`src/rtl/dma_chan_pkg.sv`:
```
package dma_chan_pkg;
  localparam int CTRL_W  = 32;
  localparam int ERR_EN_W = 5;
  localparam int NUM_EV  = 6;
  localparam int NUM_ERR = 3;
  localparam int STS_W   = NUM_EV + NUM_ERR;

  // control bit positions (software contract)
  localparam int C_RUN        = 0;
  localparam int C_EV_LSB     = 1;
  localparam int C_RDERR_LSB  = 9;
  localparam int C_WRERR_LSB  = 14;
  localparam int C_DSERR_LSB  = 19;
  localparam int C_RD_FIXED   = 25;
  localparam int C_POLL_WB    = 26;
  localparam int C_STRM_WBOFF = 27;

  localparam logic [CTRL_W-1:0] CTRL_WMASK = 32'h0EFF_FE7F;

  // status bit positions
  localparam int S_DESC_STOP = 0;
  localparam int S_DESC_CPL  = 1;
  localparam int S_ALIGN     = 2;
  localparam int S_MAGIC     = 3;
  localparam int S_BADLEN    = 4;
  localparam int S_IDLE_STOP = 5;
  localparam int S_RDERR     = 6;
  localparam int S_WRERR     = 7;
  localparam int S_DSERR     = 8;

  // word addresses
  localparam int A_CTRL  = 0;
  localparam int A_STS   = 1;
  localparam int A_MASK  = 2;
  localparam int A_COUNT = 3;

  typedef enum logic [1:0] {
    ST_IDLE  = 2'd0,
    ST_RUN   = 2'd1,
    ST_DRAIN = 2'd2
  } run_st_e;
endpackage

```
`src/rtl/chan_ctrl_reg.sv`:
```
module chan_ctrl_reg
  import dma_chan_pkg::*;
#(
  parameter int ADDR_W = 4
) (
  input  logic              clk,
  input  logic              rst,
  input  logic              wr_en,
  input  logic [ADDR_W-1:0] addr,
  input  logic [CTRL_W-1:0] wdata,
  output logic [CTRL_W-1:0] ctrl_q,
  output logic              run_start
);
  logic ctrl_we;

  assign ctrl_we   = wr_en && (addr == ADDR_W'(A_CTRL));
  assign run_start = ctrl_we && wdata[C_RUN] && !ctrl_q[C_RUN];

  always_ff @(posedge clk) begin
    if (rst) ctrl_q <= '0;
    else if (ctrl_we) ctrl_q <= wdata & CTRL_WMASK;
  end

  // a start pulse must be followed by run reading 1
  AST_START_SETS_RUN: assert property (@(posedge clk) disable iff (rst)
    run_start |=> ctrl_q[C_RUN]);
endmodule

```
`src/rtl/chan_status.sv`:
```
module chan_status
  import dma_chan_pkg::*;
(
  input  logic              clk,
  input  logic              rst,
  input  logic [CTRL_W-1:0] ctrl_q,
  input  logic              ev_desc_stop,
  input  logic              ev_desc_cpl_done,
  input  logic              ev_align,
  input  logic              ev_magic,
  input  logic              ev_badlen,
  input  logic              ev_idle_stop,
  input  logic              err_read,
  input  logic              err_write,
  input  logic              err_desc,
  input  logic              clr_we,
  input  logic [STS_W-1:0]  clr_bits,
  input  logic              mask_we,
  input  logic [STS_W-1:0]  mask_data,
  output logic [STS_W-1:0]  sts_q,
  output logic [STS_W-1:0]  mask_q,
  output logic              irq_q,
  output logic              err_halt
);
  localparam int ERR_LSB [NUM_ERR] = '{C_RDERR_LSB, C_WRERR_LSB, C_DSERR_LSB};

  logic [NUM_EV-1:0]  ev_raw;
  logic [NUM_ERR-1:0] err_raw;
  logic [NUM_ERR-1:0] err_hit;
  logic [NUM_EV-1:0]  ev_hit;
  logic [STS_W-1:0]   set_vec;
  logic [STS_W-1:0]   clr_vec;

  assign ev_raw  = {ev_idle_stop, ev_badlen, ev_magic, ev_align, ev_desc_cpl_done, ev_desc_stop};
  assign err_raw = {err_desc, err_write, err_read};

  for (genvar e = 0; e < NUM_EV; e++) begin : g_ev
    assign ev_hit[e] = ev_raw[e] && ctrl_q[C_EV_LSB + e];
  end

  for (genvar k = 0; k < NUM_ERR; k++) begin : g_err
    assign err_hit[k] = err_raw[k] && (&ctrl_q[ERR_LSB[k] +: ERR_EN_W]);
  end

  assign set_vec  = {err_hit, ev_hit};
  assign clr_vec  = clr_we ? clr_bits : '0;
  assign err_halt = |err_hit;

  always_ff @(posedge clk) begin
    if (rst) begin
      sts_q  <= '0;
      mask_q <= '0;
      irq_q  <= 1'b0;
    end else begin
      sts_q <= (sts_q & ~clr_vec) | set_vec;
      if (mask_we) mask_q <= mask_data;
      irq_q <= |(sts_q & mask_q);
    end
  end

  AST_STS_STICKY: assert property (@(posedge clk) disable iff (rst)
    !clr_we |=> (($past(sts_q) & ~sts_q) == '0));
  AST_IRQ_MASKED: assert property (@(posedge clk) disable iff (rst)
    (mask_q == '0) && $stable(mask_q) |=> !irq_q);
endmodule

```
`src/rtl/chan_run_fsm.sv`:
```
module chan_run_fsm
  import dma_chan_pkg::*;
#(
  parameter int CNT_W = 16
) (
  input  logic             clk,
  input  logic             rst,
  input  logic             run_start,
  input  logic             run_level,
  input  logic             poll_en,
  input  logic             eng_busy,
  input  logic             desc_done,
  input  logic             desc_cpl,
  input  logic             err_halt,
  output logic             go_q,
  output logic             stop_ev_q,
  output logic             wb_req_q,
  output logic [CNT_W-1:0] wb_cnt_q,
  output logic [CNT_W-1:0] done_cnt_q
);
  run_st_e    st_q, st_d;
  logic       stop_d;
  logic [CNT_W-1:0] cnt_inc;

  assign cnt_inc = done_cnt_q + CNT_W'(1);

  always_comb begin
    st_d   = st_q;
    stop_d = 1'b0;
    if (run_start) begin
      st_d = ST_RUN;
    end else begin
      unique case (st_q)
        ST_RUN: begin
          if (err_halt) begin
            st_d = ST_IDLE; stop_d = 1'b1;
          end else if (!run_level) begin
            if (eng_busy && !desc_done) st_d = ST_DRAIN;
            else begin st_d = ST_IDLE; stop_d = 1'b1; end
          end
        end
        ST_DRAIN: begin
          if (err_halt || desc_done) begin
            st_d = ST_IDLE; stop_d = 1'b1;
          end
        end
        default: st_d = ST_IDLE;
      endcase
    end
  end

  always_ff @(posedge clk) begin
    if (rst) begin
      st_q       <= ST_IDLE;
      go_q       <= 1'b0;
      stop_ev_q  <= 1'b0;
      wb_req_q   <= 1'b0;
      wb_cnt_q   <= '0;
      done_cnt_q <= '0;
    end else begin
      st_q      <= st_d;
      go_q      <= (st_d != ST_IDLE);
      stop_ev_q <= stop_d;
      wb_req_q  <= poll_en && desc_done && desc_cpl;
      if (run_start)      done_cnt_q <= '0;
      else if (desc_done) done_cnt_q <= cnt_inc;
      if (desc_done && !run_start) wb_cnt_q <= cnt_inc;
    end
  end

  AST_GO_ONLY_AFTER_START: assert property (@(posedge clk) disable iff (rst)
    $rose(go_q) |-> $past(run_start));
  AST_ERR_HALTS: assert property (@(posedge clk) disable iff (rst)
    (err_halt && !run_start) |=> !go_q);
  AST_DRAIN_HOLDS_GO: assert property (@(posedge clk) disable iff (rst)
    (st_q == ST_DRAIN && !desc_done && !err_halt) |=> go_q);
  AST_WB_ONLY_POLL: assert property (@(posedge clk) disable iff (rst)
    wb_req_q |-> $past(poll_en && desc_done && desc_cpl));
endmodule

```
`src/rtl/dma_chan_ctl.sv`:
```
module dma_chan_ctl
  import dma_chan_pkg::*;
#(
  parameter int ADDR_W = 4,
  parameter int CNT_W  = 16
) (
  input  logic              clk,
  input  logic              rst,
  input  logic              reg_wr,
  input  logic              reg_rd,
  input  logic [ADDR_W-1:0] reg_addr,
  input  logic [31:0]       reg_wdata,
  output logic [31:0]       reg_rdata,
  input  logic              eng_busy,
  input  logic              ev_desc_done,
  input  logic              ev_desc_cpl,
  input  logic              ev_desc_stop,
  input  logic              ev_align,
  input  logic              ev_magic,
  input  logic              ev_badlen,
  input  logic              err_read,
  input  logic              err_write,
  input  logic              err_desc,
  output logic              eng_go,
  output logic              cfg_rd_fixed,
  output logic              cfg_stream_wb_off,
  output logic              wb_req,
  output logic [CNT_W-1:0]  wb_count,
  output logic              irq
);
  logic [CTRL_W-1:0] ctrl_q;
  logic              run_start;
  logic [STS_W-1:0]  sts_q, mask_q;
  logic              err_halt, stop_ev;
  logic [CNT_W-1:0]  done_cnt;
  logic              sts_we, mask_we;

  assign sts_we  = reg_wr && (reg_addr == ADDR_W'(A_STS));
  assign mask_we = reg_wr && (reg_addr == ADDR_W'(A_MASK));

  chan_ctrl_reg #(.ADDR_W(ADDR_W)) i_ctrl (
    .clk(clk), .rst(rst), .wr_en(reg_wr), .addr(reg_addr), .wdata(reg_wdata),
    .ctrl_q(ctrl_q), .run_start(run_start)
  );

  chan_status i_sts (
    .clk(clk), .rst(rst), .ctrl_q(ctrl_q),
    .ev_desc_stop(ev_desc_stop), .ev_desc_cpl_done(ev_desc_done && ev_desc_cpl),
    .ev_align(ev_align), .ev_magic(ev_magic), .ev_badlen(ev_badlen),
    .ev_idle_stop(stop_ev), .err_read(err_read), .err_write(err_write),
    .err_desc(err_desc), .clr_we(sts_we), .clr_bits(reg_wdata[STS_W-1:0]),
    .mask_we(mask_we), .mask_data(reg_wdata[STS_W-1:0]),
    .sts_q(sts_q), .mask_q(mask_q), .irq_q(irq), .err_halt(err_halt)
  );

  chan_run_fsm #(.CNT_W(CNT_W)) i_fsm (
    .clk(clk), .rst(rst), .run_start(run_start), .run_level(ctrl_q[C_RUN]),
    .poll_en(ctrl_q[C_POLL_WB]), .eng_busy(eng_busy), .desc_done(ev_desc_done),
    .desc_cpl(ev_desc_cpl), .err_halt(err_halt), .go_q(eng_go),
    .stop_ev_q(stop_ev), .wb_req_q(wb_req), .wb_cnt_q(wb_count),
    .done_cnt_q(done_cnt)
  );

  assign cfg_rd_fixed      = ctrl_q[C_RD_FIXED];
  assign cfg_stream_wb_off = ctrl_q[C_STRM_WBOFF];

  always_ff @(posedge clk) begin
    if (rst) reg_rdata <= '0;
    else if (reg_rd) begin
      unique case (reg_addr)
        ADDR_W'(A_CTRL):  reg_rdata <= ctrl_q;
        ADDR_W'(A_STS):   reg_rdata <= 32'(sts_q);
        ADDR_W'(A_MASK):  reg_rdata <= 32'(mask_q);
        ADDR_W'(A_COUNT): reg_rdata <= 32'(done_cnt);
        default:          reg_rdata <= '0;
      endcase
    end
  end
endmodule

```
`config.mk`:
```
export PLATFORM = sky130hd
export DESIGN_NAME = dma_chan_ctl
export DESIGN_NICKNAME = d
export VERILOG_FILES = /design/src/rtl/dma_chan_pkg.sv /design/src/rtl/chan_ctrl_reg.sv /design/src/rtl/chan_status.sv /design/src/rtl/chan_run_fsm.sv /design/src/rtl/dma_chan_ctl.sv
export SDC_FILE = /design/constraint.sdc
export NUM_CORES = 1
export LEC_CHECK = 0
export BUFFER_PORTS_ARGS = -buffer_cell sky130_fd_sc_hd__buf_2
export CAP_MARGIN = 20
export CORE_MARGIN = 2
export CORE_UTILIZATION = 49
export CTS_CLUSTER_SIZE = 14
export DETAILED_ROUTE_END_ITERATION = 7
export PLACE_DENSITY_LB_ADDON = 0.25
export SLEW_MARGIN = 0
export SYNTH_ARGS = -nofsm -noshare
export SYNTH_HDL_FRONTEND = slang
export SYNTH_SLANG_ARGS = --single-unit
```
`constraint.sdc`:
```
create_clock -name clk -period 1.7 [get_ports clk]
set_input_delay 0.085 -clock clk [delete_from_list [all_inputs] [get_ports clk]]
set_output_delay 0.085 -clock clk [all_outputs]
set_load 0.01 [all_outputs]
```
==> run metrics <==
Post-DP Area=approximately 5300 sq um; IO buf count=92; P per Cell Area=a little over 800 nW/um^2; vias=approximately 4500; synth unique cells=46; Crit Path Class=reg -> reg; Post-CTS Setup Bufs=0; Routed Antenna Nets=0; first-pass GRT wire length=roughly 20000 um; final setup vio count=0; worst hold path class=in -> reg; share of cells above drive strength 1=a little over a fifth; TritonCTS clock tree=done; Root Driver=clkbuf_8; met3 Use GR=under 10%; Async S/R FF share, synth=0%; IO Pins=just over 100; Mapped Cells=roughly 550; VDD IR max=just under 0.4 mV; Die ar.=10200 sq um; Tmin final=between 1.5 and 2 ns; fillers=809; final worst-path cycle share=a little over nine tenths; crit path launch type=register; Worst EP required=between 1.5 and 2 ns; met2 Track Usage GR=41.8%; Starting Density=~50%; Setup TNS=0 ns; number of synthesized register bits=~110; GRT Util Overall=between 20% and 30%; Max-slew headroom=between 60% and 70%; crit path DAT=between 1.5 and 2 ns; CTS Buf Count=9; DRC errors left=0; DR WL/cell=around 16 um; number of diodes=0; PnR Total Power=around 4700 uW; pin count of the biggest net entering global routing=61; Mean Syn Cell Area=between 8 and 9 sq um; FF-to-FF End=i_fsm.go_q; R2R setup slack=just under 0.06 ns; synth warn=0; Global Route met1 Usage=approximately a third; Detailed Route Iter0 Violations=290; drt first pass iters=6; Leak=between 0.002 and 0.0025 uW; Clk Latency, worst-skew pair=about 0.37 ns; hold_ws=between 0.015 and 0.02 ns; sequential area share after synthesis=between 40% and 50%; min-delay src=ev_desc_cpl; Clock Path Buffers=2; Reg-to-Reg Start=i_fsm.st_q[0]; max-cap violations=0; Final #Nets=730; number of synthesized flops with an enable pin=0; clock skew=0.00830 ns; Synth Cell Area=4610 sq um; TritonCTS sink count=108; RePlAce Congestion=0.900; max-slew violations=0; hold path depth=3; final WL=approximately 13000 um; row count=35; Clock Pin Slew Worst Setup and Hold Paths=approximately 0.10 ns; total grt overflow=0; Max FO, Critical Path=3; layer with the highest usage=met2; Layout area overhead=26.4%; final instance area=5820 sq um; worst-margin pin slew=roughly 0.54 ns; Reg2Reg Depth=5; post-DP HPWL=around 8700 um; final hold viol count=0; worst hold endpoint=i_sts.sts_q[1]; Die Ht=between 100 and 150 um; number of global-route vias before repair=between 4000 and 5000; maximum clock rate=roughly 0.6 GHz; Die X=between 100 and 150 um; H-Tree Depth=3; Post-synth top flop=dfxtp_1; core area=around 9000 sq um; initial antenna violation count=0; crit end category=register; status=finished clean; via-per-instance ratio=around 5.7
[power by group]
part	switching (uW)	leakage [uW]	internal (uW)	total (uW)
registers	25.4	0.000875	2570	2590
clock network	901	0.000110	838	1740
logic	216	0.00124	173	389
[flip-flops by register name, indices dropped and copies added (netlist names)]
name and cells:
i_fsm.wb_cnt_q 16, i_sts.irq_q 1, i_fsm.st_q 2, i_fsm.done_cnt_q 16, i_fsm.go_q 1, i_ctrl.ctrl_q 25
i_sts.sts_q 9, i_fsm.wb_req_q 1, i_fsm.stop_ev_q 1, i_sts.mask_q 9, reg_rdata 27
[cells in the final DEF (no fill, tap or decap), drive strengths merged, types with 11 or more instances in the layout]
cell / n
a21oi: 63
nand3: 39
o21ai: 25
dlygate4sd3: 31
nand4: 12
or3: 11
dfxtp: 108
a22oi: 13
buf: 122
nand2: 103
nor2: 38
xor2: 15
[worst max-delay path, stage by stage, from the launching register on]
cell and delay, ns:
dfxtp_1 0.35, inv_1 0.05, ha_1 0.32, a2111oi_0 0.51
nand4_1 0.20, o311ai_0 0.12
[final cells by class]
type	instances	area (sq um)	area share, %
clock buffers	9	124	2.13
clock inverters	7	98.8	1.70
inverters	6	22.5	0.387
multi-input cells	399	2250	38.7
flip-flops and latches	108	2170	37.2
well taps	111	139	2.39
repair buffers	153	1020	17.5
[per-stage QoR]
| stage | setup WS, ns | util, % | instances |
|---|---|---|---|
| after floorplan | 0.112 | - | 556 |
| after CTS | 0.0242 | 63.2 | 793 |
| after detailed placement | 0.0595 | 57.4 | 746 |
| after global placement | 0.122 | 57.4 | 746 |
| final | 0.0583 | 63.3 | 793 |
| after global routing | -0.0112 | 63.3 | 793 |
[what timing repair did]
item                       4_1_cts  5_1_grt
hold endpoints to repair        36        0
setup endpoints to repair        0        5
resized for setup                0        4
hold buffers                    31        0
[layer usage]
| metal | part of all wire, % | routed length, um |
|---|---|---|
| met5 | 0 | 0 |
| met4 | 1.7 | 219 |
| met3 | 6.2 | 770 |
| met2 | 49 | 6150 |
| met1 | 43 | 5380 |
[worst max-delay path by stage]
stage / slack [ns] / to / startpoint
after CTS: 0.02 / i_fsm.done_cnt_q[10] / i_fsm.done_cnt_q[0]
after detailed placement: 0.06 / i_fsm.done_cnt_q[10] / i_fsm.done_cnt_q[0]
after global routing: -0.01 / i_fsm.done_cnt_q[10] / i_fsm.done_cnt_q[0]
final: 0.06 / i_fsm.go_q / i_fsm.st_q[0]
after floorplan: 0.11 / i_fsm.done_cnt_q[12] / i_fsm.done_cnt_q[1]
after global placement: 0.12 / i_fsm.done_cnt_q[14] / i_fsm.done_cnt_q[0]
[cells in the mapped netlist, types with 2 or more instances]
cell type / number / share of area [%]
nor3_1: 3 / 0.33
buf_4: 5 / 0.82
mux2i_1: 2 / 0.43
a211oi_1: 6 / 0.98
a221oi_1: 2 / 0.38
and4_1: 3 / 0.57
a22o_1: 2 / 0.38
a31oi_1: 3 / 0.41
a2bb2oi_1: 7 / 1.3
nand4_1: 11 / 1.5
nand2_1: 103 / 8.4
o21ai_0: 25 / 2.7
buf_1: 2 / 0.16
nand3_1: 39 / 4.2
a222oi_1: 9 / 2.0
o41ai_1: 2 / 0.38
nor2_1: 38 / 3.1
dfxtp_1: 108 / 47
clkbuf_1: 15 / 1.2
nor4b_4: 2 / 1.0
a21boi_0: 6 / 0.98
buf_2: 20 / 2.2
xor2_1: 15 / 2.9
and2_1: 4 / 0.54
a22oi_1: 13 / 2.1
inv_1: 5 / 0.41
nor4b_1: 2 / 0.38
a21oi_1: 63 / 6.8
ha_1: 3 / 0.82
xnor2_1: 7 / 1.3
or3_1: 10 / 1.4
and3_1: 3 / 0.41
[cell families after synthesis]
logic type,after synthesis,synth area share [%]
xor gates and xnor gates,22,4.18
buffers and inverters,49,4.97
and+or+nand+nor,225,23.3
other,1,0.0814
muxes,2,0.435
AOI/OAI and AO/OA,142,19.2
DFF,108,46.9
adders and majority gates,3,0.815
Power figures use the tool's default switching activity.
